[config.mk]
export PLATFORM = sky130hd
export DESIGN_NAME = adc_result_bank
export DESIGN_NICKNAME = d
export VERILOG_FILES = /design/src/rtl/adc_bank_pkg.sv /design/src/rtl/adc_bank_rst_sync.sv /design/src/rtl/adc_bank_store.sv /design/src/rtl/adc_bank_port.sv /design/src/rtl/adc_result_bank.sv
export SDC_FILE = /design/constraint.sdc
export NUM_CORES = 1
export LEC_CHECK = 0
export BUFFER_PORTS_ARGS = -buffer_cell sky130_fd_sc_hd__buf_2
export CAP_MARGIN = 20
export CORE_MARGIN = 2
export CORE_UTILIZATION = 53
export DETAILED_ROUTE_END_ITERATION = 16
export PLACE_DENSITY = 0.87
export SLEW_MARGIN = 20
export SYNTH_ARGS = -nofsm -noshare
export SYNTH_HDL_FRONTEND = slang
export SYNTH_SLANG_ARGS = --single-unit
[constraint.sdc]
create_clock -name clk -period 3.09 [get_ports clk]
set_input_delay 0.309 -clock clk [delete_from_list [all_inputs] [get_ports clk]]
set_output_delay 0.309 -clock clk [all_outputs]
set_load 0.02 [all_outputs]
[src/rtl/adc_bank_pkg.sv]
package adc_bank_pkg;
  // Decoded CPU access kind for one cycle
  typedef enum logic [1:0] {
    ACC_NONE = 2'd0,
    ACC_HI   = 2'd1,
    ACC_LO   = 2'd2,
    ACC_WORD = 2'd3
  } acc_e;
endpackage

[src/rtl/adc_bank_rst_sync.sv]
module adc_bank_rst_sync #(
  parameter int STAGES = 2
) (
  input  logic clk,
  input  logic rst_n,
  output logic rst_q_n
);
  logic [STAGES-1:0] sync_q;
  logic [STAGES-1:0] sync_d;

  always_comb begin
    sync_d = {sync_q[STAGES-2:0], 1'b1};
  end

  always_ff @(posedge clk or negedge rst_n) begin
    if (!rst_n) sync_q <= '0;
    else        sync_q <= sync_d;
  end

  assign rst_q_n = sync_q[STAGES-1];
endmodule

[src/rtl/adc_bank_store.sv]
module adc_bank_store #(
  parameter int NUM_CH = 8,
  parameter int RES_W  = 10,
  parameter int CH_W   = $clog2(NUM_CH)
) (
  input  logic                         clk,
  input  logic                         rst_n,
  input  logic                         wr_en,
  input  logic [CH_W-1:0]              wr_ch,
  input  logic [RES_W-1:0]             wr_res,
  output logic [NUM_CH-1:0][RES_W-1:0] res_q
);
  // Only the significant result bits are stored; padding is added on read.
  for (genvar g = 0; g < NUM_CH; g++) begin : g_ch
    logic             ch_en;
    logic [RES_W-1:0] ch_d;

    always_comb begin
      ch_en = wr_en && (wr_ch == CH_W'(g));
      ch_d  = ch_en ? wr_res : res_q[g];
    end

    always_ff @(posedge clk or negedge rst_n) begin
      if (!rst_n) res_q[g] <= '0;
      else        res_q[g] <= ch_d;
    end
  end
endmodule

[src/rtl/adc_bank_port.sv]
module adc_bank_port
  import adc_bank_pkg::*;
#(
  parameter int NUM_CH = 8,
  parameter int RES_W  = 10,
  parameter int BUS_W  = 8,
  parameter int CH_W   = $clog2(NUM_CH),
  localparam int REG_W = 2 * BUS_W,
  localparam int PAD_W = REG_W - RES_W
) (
  input  logic                         clk,
  input  logic                         rst_n,
  input  acc_e                         acc,
  input  logic [CH_W-1:0]              sel,
  input  logic [NUM_CH-1:0][RES_W-1:0] res_i,
  output logic [REG_W-1:0]             rd_data,
  output logic                         rd_valid
);
  logic [REG_W-1:0] live;
  logic [BUS_W-1:0] tmp_q, tmp_d;
  logic             tmp_en;
  logic [REG_W-1:0] data_q, data_d;
  logic             data_en;
  logic             valid_q, valid_d;

  // Live register value, left-aligned with zero padding
  always_comb begin
    live = {res_i[sel], {PAD_W{1'b0}}};
  end

  always_comb begin
    tmp_en  = (acc == ACC_HI) || (acc == ACC_WORD);
    tmp_d   = live[BUS_W-1:0];
    data_en = (acc != ACC_NONE);
    valid_d = data_en;
    unique case (acc)
      ACC_HI:   data_d = {{BUS_W{1'b0}}, live[REG_W-1:BUS_W]};
      ACC_LO:   data_d = {{BUS_W{1'b0}}, tmp_q};
      ACC_WORD: data_d = live;
      default:  data_d = data_q;
    endcase
  end

  always_ff @(posedge clk or negedge rst_n) begin
    if (!rst_n)      tmp_q <= '0;
    else if (tmp_en) tmp_q <= tmp_d;
  end

  always_ff @(posedge clk or negedge rst_n) begin
    if (!rst_n)       data_q <= '0;
    else if (data_en) data_q <= data_d;
  end

  always_ff @(posedge clk or negedge rst_n) begin
    if (!rst_n) valid_q <= 1'b0;
    else        valid_q <= valid_d;
  end

  assign rd_data  = data_q;
  assign rd_valid = valid_q;
endmodule

[src/rtl/adc_result_bank.sv]
module adc_result_bank
  import adc_bank_pkg::*;
#(
  parameter int NUM_CH  = 8,
  parameter int RES_W   = 10,
  parameter int BUS_W   = 8,
  localparam int CH_W   = $clog2(NUM_CH),
  localparam int ADDR_W = CH_W + 1,
  localparam int REG_W  = 2 * BUS_W
) (
  input  logic              clk,
  input  logic              rst_n,
  input  logic              conv_we,
  input  logic [CH_W-1:0]   conv_ch,
  input  logic [RES_W-1:0]  conv_res,
  input  logic              cpu_req,
  input  logic              cpu_we,
  input  logic              cpu_word,
  input  logic [ADDR_W-1:0] cpu_addr,
  output logic [REG_W-1:0]  rd_data,
  output logic              rd_valid
);
  logic                         rst_q_n;
  logic [NUM_CH-1:0][RES_W-1:0] res_q;
  acc_e                         acc;
  logic [CH_W-1:0]              sel;

  adc_bank_rst_sync #(.STAGES(2)) u_rst (
    .clk     (clk),
    .rst_n   (rst_n),
    .rst_q_n (rst_q_n)
  );

  // Access decode: writes are dropped here, so they reach no state.
  always_comb begin
    sel = cpu_addr[ADDR_W-1:1];
    if (!cpu_req || cpu_we) acc = ACC_NONE;
    else if (cpu_word)      acc = ACC_WORD;
    else if (cpu_addr[0])   acc = ACC_LO;
    else                    acc = ACC_HI;
  end

  adc_bank_store #(.NUM_CH(NUM_CH), .RES_W(RES_W), .CH_W(CH_W)) u_store (
    .clk    (clk),
    .rst_n  (rst_q_n),
    .wr_en  (conv_we),
    .wr_ch  (conv_ch),
    .wr_res (conv_res),
    .res_q  (res_q)
  );

  adc_bank_port #(.NUM_CH(NUM_CH), .RES_W(RES_W), .BUS_W(BUS_W), .CH_W(CH_W)) u_port (
    .clk      (clk),
    .rst_n    (rst_q_n),
    .acc      (acc),
    .sel      (sel),
    .res_i    (res_q),
    .rd_data  (rd_data),
    .rd_valid (rd_valid)
  );
endmodule

Yosys cells after proc, flatten, opt, wreduce, memory -nomap -nowiden
Index checks and enable logic that the tools add are counted.
{"block": "word_totals", "regBits": 101, "in_bits": 23, "output_inout_bits": 17, "elab_cells": 44}
{"block": "classes", "order_cmp": 1, "n_eq_ne": 10, "n_mux": 6, "n_reduce_logical": 15}
{"cell": "16-bit one-hot mux with 3 select lines", "count": 1}
{"cell": "10-bit binary-select mux with 3-bit select", "count": 1}
{"cell": "3-bit equality test (second input constant)", "count": 4}
{"cell": "10-bit 2-to-1 mux", "count": 1}
{"cell": "1-bit logical AND", "count": 8}
{"cell": "3-bit by 2-bit equality test with 1-bit output (second input constant)", "count": 2}
{"cell": "2-bit 2-to-1 mux", "count": 3}
{"cell": "2-bit equality test (second input constant)", "count": 2}
{"cell": "3-bit by 4-bit less-than comparator with 1-bit output (second input constant)", "count": 1}
{"cell": "3-bit by 1-bit equality test with 1-bit output (second input constant)", "count": 1}
{"cell": "3-bit logical NOT", "count": 1}
{"cell": "3-bit nonzero test", "count": 1}
{"cell": "2-bit by 1-bit equality test with 1-bit output (second input constant)", "count": 1}
{"cell": "1-bit logical OR", "count": 2}
{"cell": "2-bit AND reduction", "count": 1}
{"cell": "2-bit nonzero test", "count": 1}
{"cell": "1-bit logical NOT", "count": 1}

Depth between registers and ports, before layout
Gate-level depths: netlist (run 1).
{"block": "depth", "ltp_word": 6, "ltp_mapped": 5, "mapped_depth_nobuf": 4}

By module
Synthesis (run 1) repeated with hierarchy kept, for this count alone.
{"block": "hier_totals", "hier_cells": 290, "area_unflattened_um2": 4616.9}
{"module": "adc_bank_store", "n_inst": 1, "cells_per_inst": 175, "area_per_inst_um2": 3163.0}
{"module": "adc_bank_port", "n_inst": 1, "cells_per_inst": 107, "area_per_inst_um2": 1366.3}
{"module": "adc_bank_rst_sync", "n_inst": 1, "cells_per_inst": 3, "area_per_inst_um2": 53.8}
{"module": "adc_result_bank", "n_inst": 1, "cells_per_inst": 5, "area_per_inst_um2": 33.8}

Least setup slack after synthesis (run 1)
No wires, ideal clock.
{"block": "synth_timing", "kind": "input-to-reg", "start": "input cpu_addr[1]", "end": "register u_port.data_q[7] (netlist: u_port.rd_data[7])", "setup_ns": 0.141, "arrival_time_ns": 1.252, "required_ns": 2.949, "slack_ns": 1.696, "cell_stages": 4, "path_cell_list": "buf_4 -> mux4_2 -> mux2i_1 -> o221ai_1"}
{"block": "synth_between", "elab_chain_len": 3}
{"element": "start, declared", "line_no": "adc_result_bank.sv:19", "source": "input logic [ADDR_W-1:0] cpu_addr,"}
{"element": "10-bit binary-select mux with 3-bit select", "line_no": "adc_bank_port.sv:28", "source": "live = {res_i[sel], {PAD_W{1'b0}}};"}
{"element": "10-bit 2-to-1 mux (not written as such)", "line_no": "adc_bank_port.sv:28"}
{"element": "16-bit one-hot mux with 3 select lines", "line_no": "adc_bank_port.sv:36", "source": "unique case (acc)"}
{"element": "end signal, assigned", "line_no": "adc_bank_port.sv:51", "source": "else if (data_en) data_q <= data_d;"}
{"element": "end, declared", "line_no": "adc_bank_port.sv:22", "source": "logic [REG_W-1:0] data_q, data_d;"}
No other way between the ends. The select of a mux whose other input is x is not followed.
A chain may end at the register's enable or synchronous reset.

Final worst setup path (run 1)
{"block": "layout_timing", "start": "input cpu_addr[1]", "end": "register u_port.data_q[6] (netlist: u_port.rd_data[6])"}
The elaborated chain is that of the path after synthesis.

==> results of run 1 <==
## flip-flops by register name, indices dropped and copies added, names as in the netlist
signal,cells
u_store.res_q,80
u_port.rd_data,16
u_port.tmp_q,2
u_rst.sync_q,2
u_port.rd_valid,1
## metal layers
| metal | vias to the layer above | wire length, um |
|---|---|---|
| met5 | - | 0 |
| li1 | 1110 | - |
| met2 | 74 | 4190 |
| met1 | 1304 | 3860 |
| met3 | 10 | 305 |
| met4 | 0 | 133 |
## stage by stage
step | util (%) | instance area (um^2)
final | 60.1 | 4890
after detailed placement | 57.3 | 4660
after global placement | 57.3 | 4660
after global routing | 60.1 | 4890
after CTS | 60.1 | 4890
after floorplan | - | 4380
## synth_stat cells (3+ instances only)
cell type,number
inv_1,4
mux4_2,20
o21ai_0,14
mux2i_1,12
dfrtp_1,101
nand2_1,16
mux2_2,80
buf_2,9
nand4b_1,3
## final cells by class
class / count / area, um^2
Fill cell: 614 / 3240
Multi-Input combinational cell: 160 / 1760
Clock inverter: 7 / 97.6
Timing Repair Buffer: 44 / 235
Clock buffer: 9 / 124
Inverter: 4 / 15.0
Tap cell: 105 / 131
Sequential cell: 101 / 2530
## power by group through the flow
| stage | Clock, mW | Combinational, mW | Sequential [mW] |
|---|---|---|---|
| 3_5_place_dp | 0 | 0.616 | 1.78 |
| 5_1_grt | 0.994 | 0.672 | 1.79 |
| 4_1_cts | 0.928 | 0.623 | 1.76 |
| 3_3_place_gp | 0 | 0.585 | 1.76 |
| 2_1_floorplan | 0 | 0.424 | 1.78 |
| 6_report | 0.915 | 0.617 | 1.76 |
## worst paths after layout
kind / from / to / slack (ns) / cells past startpoint
min reg2reg: u_rst.sync_q[0]$_DFF_PN0_ / u_rst.sync_q[1]$_DFF_PN0_ / 0.37 / 0
min: rst_n / u_rst.sync_q[1]$_DFF_PN0_ / 0.24 / 2
max reg2reg: u_store.res_q[74]$_DFFE_PN0P_ / u_port.rd_data[2]$_DFFE_PN0P_ / 1.67 / 3
min in group clk: conv_res[1] / u_store.res_q[31]$_DFFE_PN0P_ / 0.29 / 2
max: cpu_addr[1] / u_port.rd_data[6]$_DFFE_PN0P_ / 1.43 / 4
max in group asynchronous: u_rst.sync_q[1]$_DFF_PN0_ / u_store.res_q[13]$_DFFE_PN0P_ / 1.90 / 1
## logic make-up after synthesis
logic type | after synthesis | synth area share [%]
multiplexers | 112 | 33.6
buffers and inverters | 19 | 2.25
AO/OA/AOI/OAI | 19 | 2.45
AND/OR/NAND/NOR | 28 | 4.00
flip-flops | 101 | 57.6
other | 1 | 0.0855
==> flow_summary.yaml, run 1 <==
status:
  status: "complete, no violations"
floorplan:
  fp.dieW_um: 95.0
  num_io_pins: 40
  die_h_um: 95.0
  rows: 33
  start_util_pct: 53.9
  fp.coreArea_um2: 8130
  die-area_um2: 9020
cts:
  worst_skew_pair.late_latency_ns: 0.36
  cts_tree: "built"
  ctsHtreeMaxLevel: 3
  cts_num_sinks: 101
  clk_pin_slew_ns: 0.09
  numCtsBuffers: 9
  clk_path_buf_depth: 2
  postCtsSetupRepairBufs: 0
  ctsHoldBuffers: 1
  ctsResizeCount: 0
  root_buffer: "clkbuf_8"
route:
  num_vias: 2498
  wl_per_cell_um: 19.7
  wl_um: 8490
  drc: 0
  first_pass_iters: 4
  drt-initial-drc-count: 128
  vias_per_cell: 5.81
  ant_nets: 0
global_routing:
  grt_usage_pct: 21.3
  grt_use_met3_pct: 2.71
  grt_overflow_total: 0
  busiest_layer: "met2"
  grt_pass1_wl_um: 14100
  grt_pass1_vias: 2660
  antenna_found_initial: 0
  grt_use_met1_pct: 29.6
  grt_max_degree: 58
  use_met2_pct: 34.8
placed_design:
  preCtsSetupSlack_ns: 1.06
  place_congestion: 0.769
  hpwl_um: 5650
  place_inst: 413
  io_buffers: 39
sta:
  period_needed_ns: 1.66
  maxSlewHeadroom_pct: 49.6
  tightest_slew_ns: 0.752
  finalCritPeriodShare_pct: 53.7
  skew_ns: 0.0108
  max_freq_mhz: 603
  maxSlewViolCount: 0
  timing.hold.ws_ns: 0.241
  rsz0062_at_grt: "no"
  hold_viol: 0
  fin_ws_ns: 1.43
  setup_viol: 0
  finalSetupTns_ns: 0
synthesis:
  synth_top_area_share_pct: 57.6
  avgSynthCellArea_um2: 15.7
  yosysTopAreaCell: "dfrtp_1"
  synth_seq_cells: 101
  synthArstFlopShare_pct: 100
  synth_nets: 303
  yosys_warnings: 0
  seq_area_frac_synth_pct: 57.6
  synthCells: 280
  synth-edff-count: 0
  ys_types: 23
  syn_area_um2: 4380
  yosys-top-cells-area: "dfrtp_1 (58%), mux2_2 (21%), mux4_2 (10%)"
  synth_flop_cell: "dfrtp_1"
power:
  p_per_area_nw_per_um2: 672
  p_int_mw: 2.41
  p_leak_nw: 2.17
  sw_frac_of_total_pct: 26.7
  irDropWorstVdd_mv: 0.271
  switchingPower_mw: 0.877
  p_clk_share_pct: 27.8
  p_comb_share_pct: 18.8
  p_total_mw: 3.29
  pwr-share-seq_pct: 53.4
critical_path:
  path_cells: "buf_2 > mux4_2 > mux2i_1 > o221ai_1"
  path_buf_inv: 1
  critical_path_arrival_ns: 1.89
  end_kind: "flop"
  crit_type: "input pin to flop"
  start_kind: "input pin"
  cpMaxStageDelayCell: "mux4_2"
  worst-path-max-fanout: 20
  cp.required_ns: 3.32
  cp_top_family: "multiplexers"
  max_stage_delay_ns: 0.59
finish:
  antenna_cells: 0
  final_cell_mix: "dfrtp_1 (100), mux2_2 (80), buf_2 (39)"
  layout-drive-gt1-share_pct: 50.2
  synthToLayoutAreaGrowth_pct: 11.6
  final_common_cell: "dfrtp_1"
  nets: 343
  instances_no_fill: 430
hold_path:
  worstHoldPathType: "input pin to async pin"
job:
  maxCapViolCount: 0
Power figures use the tool's default switching activity.
==> inputs of run 2 (changes only) <==
==> constraint.sdc (replaced) <==
create_clock -name clk -period 1.4 [get_ports clk]
set_input_delay 0.14 -clock clk [delete_from_list [all_inputs] [get_ports clk]]
set_output_delay 0.14 -clock clk [all_outputs]
set_load 0.02 [all_outputs]
==> run 2 against run 1 <==
- first-iteration DRC count down 45%
- count of clock-buffer cells in the layout rose by 2
- non-clock buffer count grew 16
- core utilization increased by 2.4 points
- total power increased by 110%
- sequential power grew 120%
- die area is the same
- global-route usage shrank 0.30 points
- setup slack worse by 1.4 ns
- critical path depth fell by 1
- largest cell class unchanged
- largest power group unchanged
- highest routed layer unchanged
==> flow_summary.yaml, run 2 (synthesis gave the netlist of run 1 again) <==
finish:
  final_common_cell: "dfrtp_1"
  synthToLayoutAreaGrowth_pct: 16.0
  nets: 359
  final_cell_mix: "dfrtp_1 (100), mux2_2 (80), buf_2 (39)"
  fin_area_um2: 5080
  instances_no_fill: 444
  antenna_cells: 0
  regMostFlops: "u_store.res_q"
  layout-drive-gt1-share_pct: 53.7
  largest_register_ffs: 80
  fillerInstances: 586
critical_path:
  cp.required_ns: 1.64
  worst-path-max-fanout: 2
  max_stage_delay_ns: 0.47
  critical_path_arrival_ns: 1.60
  cpMaxStageDelayCell: "mux4_2"
  end_kind: "flop"
  crit_type: "flop to flop"
  start_kind: "flop"
  path_cells: "mux4_2 > mux2i_1 > o221ai_2"
placed_design:
  hpwl_um: 5880
  io_buffers: 39
  placed_area_um2: 4890
  place_inst: 429
  place_congestion: 0.743
  preCtsSetupSlack_ns: -0.0704
route:
  num_vias: 2552
  wl_um: 8550
  ant_nets: 0
  wl_per_cell_um: 19.3
  first_pass_iters: 4
  drc: 0
  vias_per_cell: 5.75
  drt-initial-drc-count: 71
global_routing:
  grt_max_degree: 46
  grt_overflow_total: 0
  antenna_found_initial: 0
  grt_usage_pct: 21.0
  grt_pass1_wl_um: 14000
  grt_pass1_vias: 2727
sta:
  finalCritPeriodShare_pct: 97.0
  rsz0062_at_grt: "yes"
  hold_viol: 0
  max_freq_mhz: 736
  setup_viol: 0
  skew_ns: 0.0107
  fin_ws_ns: 0.0415
  period_needed_ns: 1.36
  maxSlewViolCount: 0
  finalSetupTns_ns: 0
cts:
  ctsHtreeMaxLevel: 3
  cts_num_sinks: 101
  root_buffer: "clkbuf_8"
  cts_tree: "built"
  clk_pin_slew_ns: 0.09
  worst_skew_pair.late_latency_ns: 0.36
  postCtsSetupRepairBufs: 0
  numCtsBuffers: 9
  clk_path_buf_depth: 2
floorplan:
  fp.dieW_um: 95.0
  num_io_pins: 40
  rows: 33
  die-area_um2: 9020
  fp.coreArea_um2: 8130
  die_h_um: 95.0
  start_util_pct: 53.9
job:
  maxCapViolCount: 0
status:
  status: "complete, no violations"
power:
  p_leak_nw: 2.26
  p_per_area_nw_per_um2: 1360
  irDropWorstVdd_mv: 0.478
hold_path:
  worstHoldPathType: "input pin to async pin"
## run 2: cell types whose count changed in the layout (fill, tap and decap cells not counted), moves of 2 or more
cell and delta:
clkinvlp_4 -2, clkinv_2 +2, buf_12 +9, buf_4 +7, bufinv_16 -2, mux2i_2 +5
mux2i_1 -5
## run 2: timing repair
item	CTS	global route
endpoints found under the hold margin	2	0
setup endpoints to repair	0	7
resized for setup	0	6
hold buffers	1	0
## run 2: layer usage
| metal | up-vias | GRT usage, % | wire (um) |
|---|---|---|---|
| li1 | 1153 | - | - |
| met2 | 57 | 33.0 | 4110 |
| met4 | 0 | 9.66 | 163 |
| met5 | - | 0 | 0 |
| met1 | 1328 | 29.0 | 3970 |
| met3 | 14 | 3.11 | 304 |
## run 2: per-stage QoR
stage | total power, mW | hold WS (ns) | util, %
finish | 6.90 | 0.0820 | 62.5
global route | 7.26 | 0.101 | 62.5
CTS | 6.90 | 0.0707 | 62.2
detailed placement | 5.35 | -0.0742 | 60.2
global placement | 5.23 | -0.0750 | 60.2
floorplan | 4.86 | -0.156 | -
## run 2: worst paths after layout
path / from / endpoint / slack, ns / depth (start not counted)
setup reg to reg: u_store.res_q[70]$_DFFE_PN0P_ / u_port.rd_data[6]$_DFFE_PN0P_ / 0.04 / 3
setup / recovery: u_store.res_q[70]$_DFFE_PN0P_ / u_port.rd_data[6]$_DFFE_PN0P_ / 0.04 / 3
hold / removal: rst_n / u_rst.sync_q[1]$_DFF_PN0_ / 0.08 / 2
hold reg to reg: u_rst.sync_q[1]$_DFF_PN0_ / u_store.res_q[72]$_DFFE_PN0P_ / 0.24 / 0
max in group asynchronous: u_rst.sync_q[1]$_DFF_PN0_ / u_store.res_q[39]$_DFFE_PN0P_ / 0.62 / 1
min in group clk: conv_res[4] / u_store.res_q[64]$_DFFE_PN0P_ / 0.11 / 2
## run 2: critical path, delay by kind of cell (launching register included)
| family | cells | cell delay [ns] |
|---|---|---|
| flip-flops | 1 | 0.40 |
| multiplexers | 2 | 0.71 |
| AO/OA/AOI/OAI | 1 | 0.13 |
## run 2: layout make-up
cell class / count / area (um^2) / share of cell area, %
Clock buffer: 11 / 141 / 2.78
Clock inverter: 3 / 15.0 / 0.295
Inverter: 4 / 15.0 / 0.295
Multi-Input combinational cell: 160 / 1780 / 35.1
Sequential cell: 101 / 2530 / 49.8
Tap cell: 105 / 131 / 2.58
Timing Repair Buffer: 60 / 468 / 9.20
## run 2: report_power, final
part,internal [mW],switching (mW)
Sequential,3.53,0.335
Clock,0.668,0.902
Combinational,0.852,0.614
